[src/rtl/ext_irq_pkg.sv]
package ext_irq_pkg;
  typedef struct packed {
    logic edge_mode;
    logic pol_high;
  } pin_cfg_t;

  localparam int unsigned MIN_SYNC_STAGES = 2;
endpackage

[src/rtl/eic_sync.sv]
module eic_sync #(
  parameter int unsigned WIDTH  = 4,
  parameter int unsigned STAGES = 2
) (
  input  logic             clk,
  input  logic             rst,
  input  logic [WIDTH-1:0] async_i,
  output logic [WIDTH-1:0] sync_o
);
  logic [WIDTH-1:0] stage_q [STAGES];

  always_ff @(posedge clk) begin
    if (rst) stage_q[0] <= '0;
    else     stage_q[0] <= async_i;
  end

  for (genvar s = 1; s < STAGES; s++) begin : g_stage
    always_ff @(posedge clk) begin
      if (rst) stage_q[s] <= '0;
      else     stage_q[s] <= stage_q[s-1];
    end
  end

  assign sync_o = stage_q[STAGES-1];
endmodule

[src/rtl/eic_detect.sv]
module eic_detect
  import ext_irq_pkg::*;
(
  input  logic     clk,
  input  logic     rst,
  input  logic     level_i,
  input  pin_cfg_t cfg_i,
  output logic     hit_o
);
  logic prev_q;
  logic rise, fall, active;

  always_ff @(posedge clk) begin
    if (rst) prev_q <= 1'b0;
    else     prev_q <= level_i;
  end

  always_comb begin
    rise   = level_i & ~prev_q;
    fall   = ~level_i & prev_q;
    active = cfg_i.pol_high ? level_i : ~level_i;
    if (cfg_i.edge_mode) hit_o = cfg_i.pol_high ? rise : fall;
    else                 hit_o = active;
  end
endmodule

[src/rtl/eic_flag.sv]
module eic_flag
  import ext_irq_pkg::*;
(
  input  logic     clk,
  input  logic     rst,
  input  pin_cfg_t cfg_i,
  input  logic     hit_i,
  input  logic     clr_i,
  output logic     flag_o
);
  pin_cfg_t cfg_q;
  logic     flag_q;
  logic     cfg_chg;

  assign cfg_chg = (cfg_i != cfg_q);

  always_ff @(posedge clk) begin
    if (rst) begin
      cfg_q  <= '0;
      flag_q <= 1'b0;
    end else begin
      cfg_q <= cfg_i;
      if (cfg_chg)    flag_q <= 1'b0;
      else if (hit_i) flag_q <= 1'b1;
      else if (clr_i) flag_q <= 1'b0;
    end
  end

  assign flag_o = flag_q;

  p_w1c_clear_r7: assert property (@(posedge clk) disable iff (rst)
    (flag_q && clr_i && !hit_i) |=> !flag_q);

  p_cfg_change_clear_r8: assert property (@(posedge clk) disable iff (rst)
    cfg_chg |=> !flag_q);

  p_sticky_hold_r3: assert property (@(posedge clk) disable iff (rst)
    (flag_q && !clr_i && !cfg_chg) |=> flag_q);

  p_level_no_clear_r5: assert property (@(posedge clk) disable iff (rst)
    (hit_i && !cfg_i.edge_mode && !cfg_chg && clr_i) |=> flag_q);
endmodule

[src/rtl/eic_wake.sv]
module eic_wake #(
  parameter int unsigned WIDTH = 4
) (
  input  logic             clk,
  input  logic             rst,
  input  logic [WIDTH-1:0] flag_i,
  input  logic [WIDTH-1:0] wake_en_i,
  input  logic             idle_req_i,
  output logic             idle_o,
  output logic             wake_o
);
  logic idle_q, wake_q;
  logic wake_cond;

  assign wake_cond = |(flag_i & wake_en_i);

  always_ff @(posedge clk) begin
    if (rst) begin
      idle_q <= 1'b0;
      wake_q <= 1'b0;
    end else begin
      wake_q <= idle_q & wake_cond;
      if (idle_q) idle_q <= ~wake_cond;
      else        idle_q <= idle_req_i;
    end
  end

  assign idle_o = idle_q;
  assign wake_o = wake_q;

  p_wake_exit_r9: assert property (@(posedge clk) disable iff (rst)
    (idle_q && wake_cond) |=> (!idle_q && wake_q));

  p_wake_pulse_r9: assert property (@(posedge clk) disable iff (rst)
    wake_q |=> !wake_q);

  p_idle_hold_r10: assert property (@(posedge clk) disable iff (rst)
    (idle_q && !wake_cond) |=> idle_q);
endmodule

[src/rtl/ext_irq_capture.sv]
module ext_irq_capture
  import ext_irq_pkg::*;
#(
  parameter int unsigned NUM_PINS    = 4,
  parameter int unsigned SYNC_STAGES = 2
) (
  input  logic                clk,
  input  logic                rst,
  input  logic [NUM_PINS-1:0] pin_i,
  input  logic [NUM_PINS-1:0] cfg_edge_i,
  input  logic [NUM_PINS-1:0] cfg_pol_i,
  input  logic [NUM_PINS-1:0] wake_en_i,
  input  logic [NUM_PINS-1:0] flag_clr_i,
  input  logic                idle_req_i,
  output logic [NUM_PINS-1:0] irq_flag_o,
  output logic                idle_o,
  output logic                wake_o
);
  localparam int unsigned STAGES_USED =
    (SYNC_STAGES < MIN_SYNC_STAGES) ? MIN_SYNC_STAGES : SYNC_STAGES;

  logic [NUM_PINS-1:0] pin_sync;
  logic [NUM_PINS-1:0] hit;
  logic [NUM_PINS-1:0] flags;

  eic_sync #(.WIDTH(NUM_PINS), .STAGES(STAGES_USED)) u_sync (
    .clk(clk), .rst(rst), .async_i(pin_i), .sync_o(pin_sync)
  );

  for (genvar p = 0; p < NUM_PINS; p++) begin : g_pin
    pin_cfg_t cfg;
    assign cfg.edge_mode = cfg_edge_i[p];
    assign cfg.pol_high  = cfg_pol_i[p];

    eic_detect u_det (
      .clk(clk), .rst(rst), .level_i(pin_sync[p]), .cfg_i(cfg), .hit_o(hit[p])
    );

    eic_flag u_flag (
      .clk(clk), .rst(rst), .cfg_i(cfg), .hit_i(hit[p]),
      .clr_i(flag_clr_i[p]), .flag_o(flags[p])
    );
  end

  eic_wake #(.WIDTH(NUM_PINS)) u_wake (
    .clk(clk), .rst(rst), .flag_i(flags), .wake_en_i(wake_en_i),
    .idle_req_i(idle_req_i), .idle_o(idle_o), .wake_o(wake_o)
  );

  assign irq_flag_o = flags;
endmodule

[config.mk]
export PLATFORM = sky130hd
export DESIGN_NAME = ext_irq_capture
export DESIGN_NICKNAME = d
export VERILOG_FILES = /design/src/rtl/ext_irq_pkg.sv /design/src/rtl/eic_sync.sv /design/src/rtl/eic_detect.sv /design/src/rtl/eic_flag.sv /design/src/rtl/eic_wake.sv /design/src/rtl/ext_irq_capture.sv
export SDC_FILE = /design/constraint.sdc
export NUM_CORES = 1
export LEC_CHECK = 0
export ABC_AREA = 0
export BUFFER_PORTS_ARGS = -buffer_cell sky130_fd_sc_hd__buf_2
export CORE_ASPECT_RATIO = 0.8
export CORE_UTILIZATION = 35
export CTS_CLUSTER_SIZE = 24
export DETAILED_ROUTE_END_ITERATION = 10
export SLEW_MARGIN = 10
export SYNTH_ARGS = -nofsm -noshare
export SYNTH_HDL_FRONTEND = slang
export SYNTH_SLANG_ARGS = --single-unit
[constraint.sdc]
create_clock -name clk -period 1.2 [get_ports clk]
set_clock_uncertainty 0.05 [all_clocks]
set_input_delay 0.12 -clock clk [delete_from_list [all_inputs] [get_ports clk]]
set_output_delay 0.12 -clock clk [all_outputs]
set_load 0.005 [all_outputs]
Word-level counts from Yosys, hierarchy flattened
Memories as Yosys holds them, arrays and structs flattened.
Cells that the tools add are included.
{ "classes": {"n_eq_ne": 4, "muxes": 26, "bitwise": 21, "n_reduce_logical": 9} }
{ "ops": {"columns": ["operator", "n"], "rows": [
  ["2-to-1 mux 1 bit", 24],
  ["AND 1 bit", 9],
  ["NOT 1 bit", 9],
  ["2-to-1 mux 4 bit", 2],
  ["inequality test 2 bit", 4],
  ["nonzero test 2 bit", 4],
  ["OR reduction 2 bit", 4],
  ["AND 4 bit", 1],
  ["OR reduction 4 bit", 1],
  ["bitwise OR 1 bit", 2]
]} }
{ "word_totals": {"register_bits": 18, "ram_bits": 8, "in_bits": 23, "output_inout_bits": 6, "word_cells": 79, "memories": 1} }
{ "memory_table": {"columns": ["memory", "depth", "word_bits", "read_ports", "rd_clocked_by_memory_dff", "wr", "line", "source"], "rows": [
  ["u_sync.stage_q", 2, 4, 2, 0, 2, "eic_sync.sv:10", "logic [WIDTH-1:0] stage_q [STAGES];"]
]} }

Logic depth before layout (Yosys ltp)
Gate-level depths: netlist (run 1).
{ "logic_depth": {"depth_word": 5, "depth_mapped": 3, "ltp_nobuf": 3} }

Hierarchy
A second synthesis (run 1) with hierarchy kept.
{ "unflattened": {"cells_unflattened": 89, "area_unflattened_um2": 978.4} }
{ "by_module_without_submodules": {"columns": ["module", "n_inst", "cells_per_inst", "area_each_um2", "seq_area_each_um2"], "rows": [
  ["eic_flag", 4, 10, 115.1, 60.1],
  ["eic_detect", 4, 6, 52.6, 20.0],
  ["eic_sync", 1, 16, 210.2, 160.2],
  ["eic_wake", 1, 9, 97.6, 40.0]
]} }

Worst setup path before layout (run 1)
OpenSTA, ideal clock, no wires.
{ "synth_path": {"path_type": "flip-flop to flip-flop", "from": "reg g_pin[0].u_flag.flag_q", "to": "reg u_wake.idle_q (netlist: u_wake.idle_o)", "setup_time_ns": 0.059, "arrival_ns": 0.840, "required_time_ns": 1.091, "path_slack_ns": 0.251, "path_stages_with_launch": 4, "path_buffers": 0, "synth_period_minus_slack_ns": 0.949, "path_cell_list": "dfxtp_1 > a22o_1 > a221oi_2 > a22o_1"} }
{ "synth_between": {"elab_chain_cells": 4} }
{ "synth_rtl": {"columns": ["item", "line", "source"], "rows": [
  ["start: declaration", "eic_flag.sv:12", "logic flag_q;"],
  ["start signal: assignment", "eic_flag.sv:20", "flag_q <= 1'b0;"],
  ["start signal: assignment", "eic_flag.sv:23", "if (cfg_chg) flag_q <= 1'b0;"],
  ["start signal: assignment", "eic_flag.sv:24", "else if (hit_i) flag_q <= 1'b1;"],
  ["AND 4 bit", "eic_wake.sv:15", "assign wake_cond = |(flag_i & wake_en_i);"],
  ["OR reduction 4 bit", "eic_wake.sv:15", null],
  ["NOT 1 bit", "eic_wake.sv:23", "if (idle_q) idle_q <= ~wake_cond;"],
  ["2-to-1 mux 1 bit", "eic_wake.sv:23", null],
  ["end signal: assignment", "eic_wake.sv:23", null],
  ["end signal: assignment", "eic_wake.sv:24", "else idle_q <= idle_req_i;"],
  ["end: declaration", "eic_wake.sv:12", "logic idle_q, wake_q;"]
]} }
Every way passes these cells.
A chain may end at the register's enable or synchronous reset.

Final worst setup path (run 1)
{ "layout_path": {"from": "in cfg_pol_i[1]", "to": "reg g_pin[1].u_flag.flag_q"} }
{ "layout_between": {"elab_chain_cells": 3, "elab_cells_between_ends": 7, "classes_between": "1 x eq/ne; 4 x mux; 2 x reduce/logical"} }
{ "layout_rtl": {"columns": ["item", "line", "source"], "rows": [
  ["start: declaration", "ext_irq_capture.sv:11", "input logic [NUM_PINS-1:0] cfg_pol_i,"],
  ["2-to-1 mux 1 bit (on tied branches)", "eic_detect.sv:21, eic_detect.sv:22", null],
  ["2-to-1 mux 1 bit", "eic_detect.sv:22", "if (cfg_i.edge_mode) hit_o = cfg_i.pol_high ? rise : fall;"],
  ["2-to-1 mux 1 bit / nonzero test 2 bit (equally long branches)", null, null],
  ["end signal: assignment", "eic_flag.sv:23", null],
  ["end signal: assignment", "eic_flag.sv:24", null],
  ["end signal: assignment", "eic_flag.sv:25", "else if (clr_i) flag_q <= 1'b0;"],
  ["end: declaration", "eic_flag.sv:12", null]
]} }
Parallel ways exist; a longest one is shown, timed or not.

==> impl_results.md, run 1 <==
* CTS tree: done
* Final Hold Viols at 0
* Post-layout min period at about 1.2 ns
* Top-count cell post-synth: dfxtp_1
* Htree depth at 1
* Setup crit start kind: input pin
* Top post-synthesis cells by count: dfxtp_1 (26), nor2b_1 (25), xor2_1 (10)
* Final HPWL DP at about 1.2 mm
* DRC viols at 0
* Initial antenna violation count at 0
* Max clock buf depth at 2
* Die height at slightly below 50 um
* Synth area leaders: dfxtp_1 (54%), nor2b_1 (16%), xor2_1 (9.0%)
* Syn Inst Count at 90
* Total track usage at between 10% and 20%
* Final Max Slew Viols at 0
* Register bit total from synthesis at 26
* Post-Syn Area at 970 um2
* CP Buf/Inv Count at 2
* Hold Path Cell Cnt at 3
* Synthesized area per cell at approximately 11 um2
* Number of iterations in the first detailed-routing pass at 4
* Die width at between 60 and 70 um
* Post-synth cell types at 17
* Worst R2R Setup Slack at roughly 0.17 ns
* Post-synthesis mux area share at 0%
* Setup TNS at 0 ns
* Post-synthesis sequential area ratio at roughly 54%
* CTS sink cnt at 26
* Worst-path cell with the longest stage delay: dlygate4sd3_1
* Simple-gate share of the synthesized area at 21.8%
* Port Buffer Count at 28
* Main combinational cell family by area after synthesis: simple AND/OR/NAND/NOR gates
* Main synth FF type: dfxtp_1
* RePlAce Congestion at a little under 0.7
* Row count at 16
* Synthesized Nets at 113
* Post-Synth XOR/XNOR Area at 10.8%
* Share of the synthesized area in the top cell type at about 54%
* Final cycle utilization of the critical path at a little under 100%
* Setup Viol. Count Final at 0
* Max-cap violations at 0
* Layout cells sized above 1 at between 20% and 30%
* Final Hold Slack at roughly 0.019 ns
* Global-route wire length before repair at around 2.6 mm
* Ports at 29
* Post-cts resize count at 0
* Crit path max-delay family: buffers and inverters
* VDD IR max at 740 uV
* Core area at 2540 um2
* Yosys warnings at 0
* Adder-cell share of the synthesized area at 0%
* Worst EP arrival at roughly 1.3 ns
* Area leader, netlist: dfxtp_1
* N_diodes at 0
* Status: finished clean
* Crit path cell chain: dlygate4sd3_1, buf_2, a21boi_1, a221oi_1, nor4_1
* Hold WC Path Type: input pin to flip-flop
* Worst hold endpoint: u_wake.wake_o
* Crit Path Max Fanout at 4
* Compound-cell area share of the yosys netlist at between 9 and 10%
* Slew HR at 79.5%
* Detailed Route Iter0 Violations at 8
* Worst reg2reg path depth at 3
* HP Start: wake_en_i[2]
* Worst r2r dst: u_wake.idle_o
* Unrepaired setup endpoints after global routing: false
* Least-Margin Pin Slew at ~0.3 ns
* Post-synth EDFFs at 0
* Total chip power at between 1000 and 1500 uW
* LEAKAGE at about 0.00056 uW
* Largest net degree at the start of global routing at 18
* Worst-skew pair later-pin latency at 0.31 ns
* P per Cell Area at about 1200 nW/um2
* CTS buffer count at 3
* Vias in the first global route at between 600 and 700
* Nets at 153
* Antenna-violating nets left at 0
* Die area at ~3000 um2
* Final wirelength at around 1.6 mm
* Synth-to-Final Area Change at 29.9%
* R2r startpoint: g_pin[0].u_flag.flag_o
* Worst setup path class: input pin to flip-flop
* Largest stage delay, worst path at approximately 0.53 ns
* CTS clock-pin slew for the worst setup and hold paths at 0.13 ns
* Drt via density at approximately 4.2
* Routed length per instance at a little under 10 um
* Crit path capture type: flip-flop
* Root Buffer: clkbuf_4
* Total gr overflow at 0
* Max frequency at about 0.86 GHz
* Worst Path Required at roughly 1.4 ns
* DR vias at a little under 700
* Asr flop ratio synth at 0%
* Starting Density at between 30% and 40%
==> routing by layer <==
| metal | GRT usage, % | part of all wire, % | vias to the layer above |
|---|---|---|---|
| met1 | 14.3 | 47 | 307 |
| met4 | 2.27 | 0 | 0 |
| met3 | 5.57 | 6.8 | 0 |
| li1 | - | - | 367 |
| met5 | 0 | 0 | - |
| met2 | 19.8 | 46 | 22 |
==> flip-flops by register name, summed over array words and instances (netlist names) <==
signal,cells
u_wake.idle_o,1
g_pin.u_flag.flag_o,4
u_sync.stage_q,8
g_pin.u_flag.cfg_q,8
u_wake.wake_o,1
g_pin.u_det.prev_q,4
==> metrics by stage <==
step | cells | setup slack [ns] | instance area [um2] | util [%]
floorplan | 90 | 0.251 | 970 | -
global placement | 150 | 0.230 | 1130 | 44.3
detailed placement | 150 | 0.190 | 1130 | 44.3
CTS | 161 | 0.157 | 1230 | 48.4
global route | 164 | 0.0235 | 1260 | 49.6
finish | 164 | 0.0407 | 1260 | 49.6
==> worst register-to-register path, cell delays in order (launching register included) <==
cell	delay [ns]
dfxtp_1	0.34
a22o_1	0.22
a221oi_2	0.20
a22o_1	0.17
==> report_power, final <==
group	switching, uW	internal, uW	total (uW)
Clock	232	117	349
Sequential	18.4	903	921
Combinational	73.1	113	186
Total	323	1130	1460
==> cells in the final DEF, fill, tap and decap left out <==
cell type,synthesis,routed
xor2_1,10,10
a22o_1,2,2
xnor2_1,2,2
buf_2,1,28
nor2b_2,1,1
dlygate4sd3_1,0,11
nand2b_1,2,2
nor2b_1,25,25
a221oi_2,1,1
dfxtp_1,26,26
a221oi_1,2,2
a21oi_1,2,2
nor4_1,2,2
clkbuf_4,0,3
nor2_1,3,3
nor3_1,2,2
buf_4,5,2
o21a_1,2,2
a21boi_1,2,2
==> area by class of cell <==
cell class / count / area [um2]
Clock buffer: 3 / 22.5
Fill cell: 263 / 1280
Multi-Input combinational cell: 58 / 407
Sequential cell: 26 / 520
Tap cell: 36 / 45.0
Timing Repair Buffer: 41 / 265
==> cells by family (layout without fill, tap and decap cells) <==
group	count (synthesis)	count (layout)
xor+xnor	12	12
simple gates	35	35
flops	26	26
buf+inv	6	44
compound gates	11	11
==> timing repair <==
item                                   4_1_cts  5_1_grt
buffers inserted                             0        0
endpoints found under the hold margin        8        3
hold buffers                                 8        3
==> worst max-delay path by stage <==
stage / start / to / slack, ns / depth (start not counted)
after floorplan: g_pin[0].u_flag.flag_o / u_wake.idle_o / 0.25 / 3
after global placement: g_pin[0].u_flag.flag_o / u_wake.idle_o / 0.23 / 3
after detailed placement: g_pin[0].u_flag.flag_o / u_wake.idle_o / 0.19 / 3
after CTS: g_pin[0].u_flag.flag_o / u_wake.idle_o / 0.16 / 3
after global routing: cfg_pol_i[1] / g_pin[1].u_flag.flag_o / 0.02 / 5
final: cfg_pol_i[1] / g_pin[1].u_flag.flag_o / 0.04 / 5
No activity file was read; power rests on OpenSTA's default activity.
==> inputs of run 2 (changes only) <==
--- a/config.mk
+++ b/config.mk
@@ -11,6 +11,8 @@
 export CORE_UTILIZATION = 35
 export CTS_CLUSTER_SIZE = 24
 export DETAILED_ROUTE_END_ITERATION = 10
+export RECOVER_POWER = 100
+export REMOVE_ABC_BUFFERS = 1
 export SLEW_MARGIN = 10
 export SYNTH_ARGS = -nofsm -noshare
 export SYNTH_HDL_FRONTEND = slang
==> run 2 against run 1 <==
Against the previous run: critical path depth unchanged; non-clock buffer count down 3; via count down 3.2%; die area unchanged; routed wire length down 1.3%; register-to-register slack worse by 0.04 ns; critical path type unchanged.
==> impl_results.md, run 2 (synthesis gave the netlist of run 1 again) <==
* DR vias at 674 (was 696)
* Status: finished clean (unchanged)
* Finished Layout Cells at 162 (was 164)
* Synth-to-Final Area Change at 27.1% (was 29.9%)
* Largest stage delay, worst path at 0.53 ns (about the same)
* Final cycle utilization of the critical path at 89.8% (was 96.6%)
* Antenna-violating nets left at 0 (unchanged)
* RePlAce Congestion at 0.724 (was 0.689)
* CTS buffer count at 3 (unchanged)
* Largest net degree at the start of global routing at 22 (was 18)
* Worst EP arrival at 1.25 ns (was 1.31 ns)
* Max frequency at 0.928 GHz (was 0.863 GHz)
* Detailed Route Iter0 Violations at 10 (was 8)
* Final wirelength at 1.57 mm (was 1.59 mm)
* Setup Viol. Count Final at 0 (unchanged)
* Combined area of the multi-input logic cells at 407 um2 (unchanged)
* CTS sink cnt at 26 (unchanged)
* Filler instances at 267 (was 263)
* Worst-path cell with the longest stage delay: dlygate4sd3_1 (unchanged)
* Most frequent cells in the layout: dfxtp_1 (26), nor2b_1 (25), buf_2 (20), xor2_1 (10) (was buf_2 (28), dfxtp_1 (26), nor2b_1 (25), dlygate4sd3_1 (11), xor2_1 (10))
* Post-layout min period at 1.08 ns (was 1.16 ns)
* VDD IR max at 610 uV (was 740 uV)
* Crit path cell chain: dlygate4sd3_1, buf_2, nor2_1, a221oi_1, nor4_1 (was dlygate4sd3_1, buf_2, a21boi_1, a221oi_1, nor4_1)
* Commonest non-fill, non-tap cell in the layout: dfxtp_1 (was buf_2)
* Initial antenna violation count at 0 (unchanged)
* DRC viols at 0 (unchanged)
* Die width at 60.9 um (unchanged)
* Routed length per instance at 9.69 um (was 9.70 um)
* Ports at 29 (unchanged)
* Top Registers: g_pin.u_flag.cfg_q (8), u_sync.stage_q (8) (unchanged)
* Crit path max-delay family: buffers and inverters (unchanged)
* Setup TNS at 0 ns (unchanged)
* Crit Path Max Fanout at 4 (unchanged)
* Least-Margin Pin Slew at 0.868 ns (was 0.308 ns)
* Die height at 49.1 um (unchanged)
* Worst-skew pair later-pin latency at 0.31 ns (about the same)
* Htree depth at 1 (unchanged)
* Row count at 16 (unchanged)
* Total gr overflow at 0 (unchanged)
* Unrepaired setup endpoints after global routing: false (unchanged)
* Root Buffer: clkbuf_4 (unchanged)
* Setup crit start kind: input pin (unchanged)
* N_diodes at 0 (unchanged)
* Global-route wire length before repair at 2.57 mm (was 2.64 mm)
* Layout cells sized above 1 at 20.6% (was 27.3%)
* HP Start: cfg_pol_i[1] (was wake_en_i[2])
* Nets at 150 (was 153)
* Hold WC Path Type: input pin to flip-flop (unchanged)
* Die area at 2990 um2 (unchanged)
* Slew HR at 42.1% (was 79.5%)
* LEAKAGE at 0.000518 uW (was 0.000556 uW)
* CP Buf/Inv Count at 2 (unchanged)
* Inst Count DP at 149 (was 150)
* Final HPWL DP at 1.13 mm (was 1.16 mm)
* Port Buffer Count at 28 (unchanged)
* CTS tree: done (unchanged)
* Starting Density at 38.1% (unchanged)
* CTS clock-pin slew for the worst setup and hold paths at 0.13 ns (about the same)
* R2r startpoint: g_pin[0].u_flag.flag_o (unchanged)
* Drt via density at 4.16 (was 4.24)
* P per Cell Area at 1230 nW/um2 (was 1160 nW/um2)
* Max clock buf depth at 2 (unchanged)
* Max-cap violations at 0 (unchanged)
* Crit path capture type: flip-flop (unchanged)
* Worst setup path class: input pin to flip-flop (unchanged)
* Total track usage at 11.8% (was 12.0%)
* Vias in the first global route at 617 (was 649)
* CP Launch Point: cfg_pol_i[0] (was cfg_pol_i[1])
* Worst Path Required at 1.37 ns (was 1.35 ns)
* Number of iterations in the first detailed-routing pass at 4 (unchanged)
* Final Max Slew Viols at 0 (unchanged)
* Seq. cell area at 520 um2 (unchanged)
* Core area at 2540 um2 (unchanged)
* Final Hold Viols at 0 (unchanged)
==> run 2: changes by cell type in the layout (fill, tap and decap cells not counted) <==
cell / delta
clkbuf_1: +9
clkbuf_8: +1
buf_2: -8
buf_4: -2
dlygate4sd3_1: -2
==> run 2: timing repair <==
item                      in CTS  in global routing
hold buffers                   7                  2
buffers inserted               0                  0
hold endpoints to repair       7                  2
gates resized for setup        0                  0
==> run 2: path summary, 6_finish.rpt <==
| path | to | slack [ns] | cells after the start |
|---|---|---|---|
| worst min-delay path | g_pin[1].u_flag.cfg_q[0] | 0.02 | 2 |
| worst min register to register | u_sync.stage_q[1][1] | 0.40 | 1 |
| worst max register to register | u_wake.idle_o | 0.13 | 3 |
| worst max-delay path | g_pin[0].u_flag.flag_o | 0.12 | 5 |
==> run 2: metrics by stage <==
stage	setup WS (ns)	hold slack, ns	utilization (%)	instance area [um2]	power [uW]
global placement	0.197	0.280	44.0	1120	1090
CTS	0.133	0.000763	48.2	1230	1550
floorplan	0.235	0.136	-	927	1020
finish	0.123	0.0154	48.5	1230	1510
global route	0.0466	0.00492	48.5	1230	1610
detailed placement	0.164	0.283	44.0	1120	1100
==> run 2: metal layers <==
layer	part of all wire, %	global-route usage, %	wire length [um]	vias up
met2	47	19.6	732	21
met4	0	2.27	0	0
met3	7.1	6.37	111	0
li1	-	-	-	363
met5	0	0	0	-
met1	46	13.3	725	290
==> run 2: power by group <==
group | internal (uW) | switching [uW] | leakage (uW) | total [uW]
sequential | 903 | 18.6 | 0.000214 | 921
clock | 185 | 234 | 0.0000210 | 420
combinational | 102 | 69.9 | 0.000282 | 172
total | 1190 | 323 | 0.000518 | 1510
==> run 2: layout make-up <==
cell class	count	area share, %
Clock buffer	4	2.94
Multi-Input combinational cell	58	33.0
Sequential cell	26	42.2
Tap cell	36	3.65
Timing Repair Buffer	38	18.2
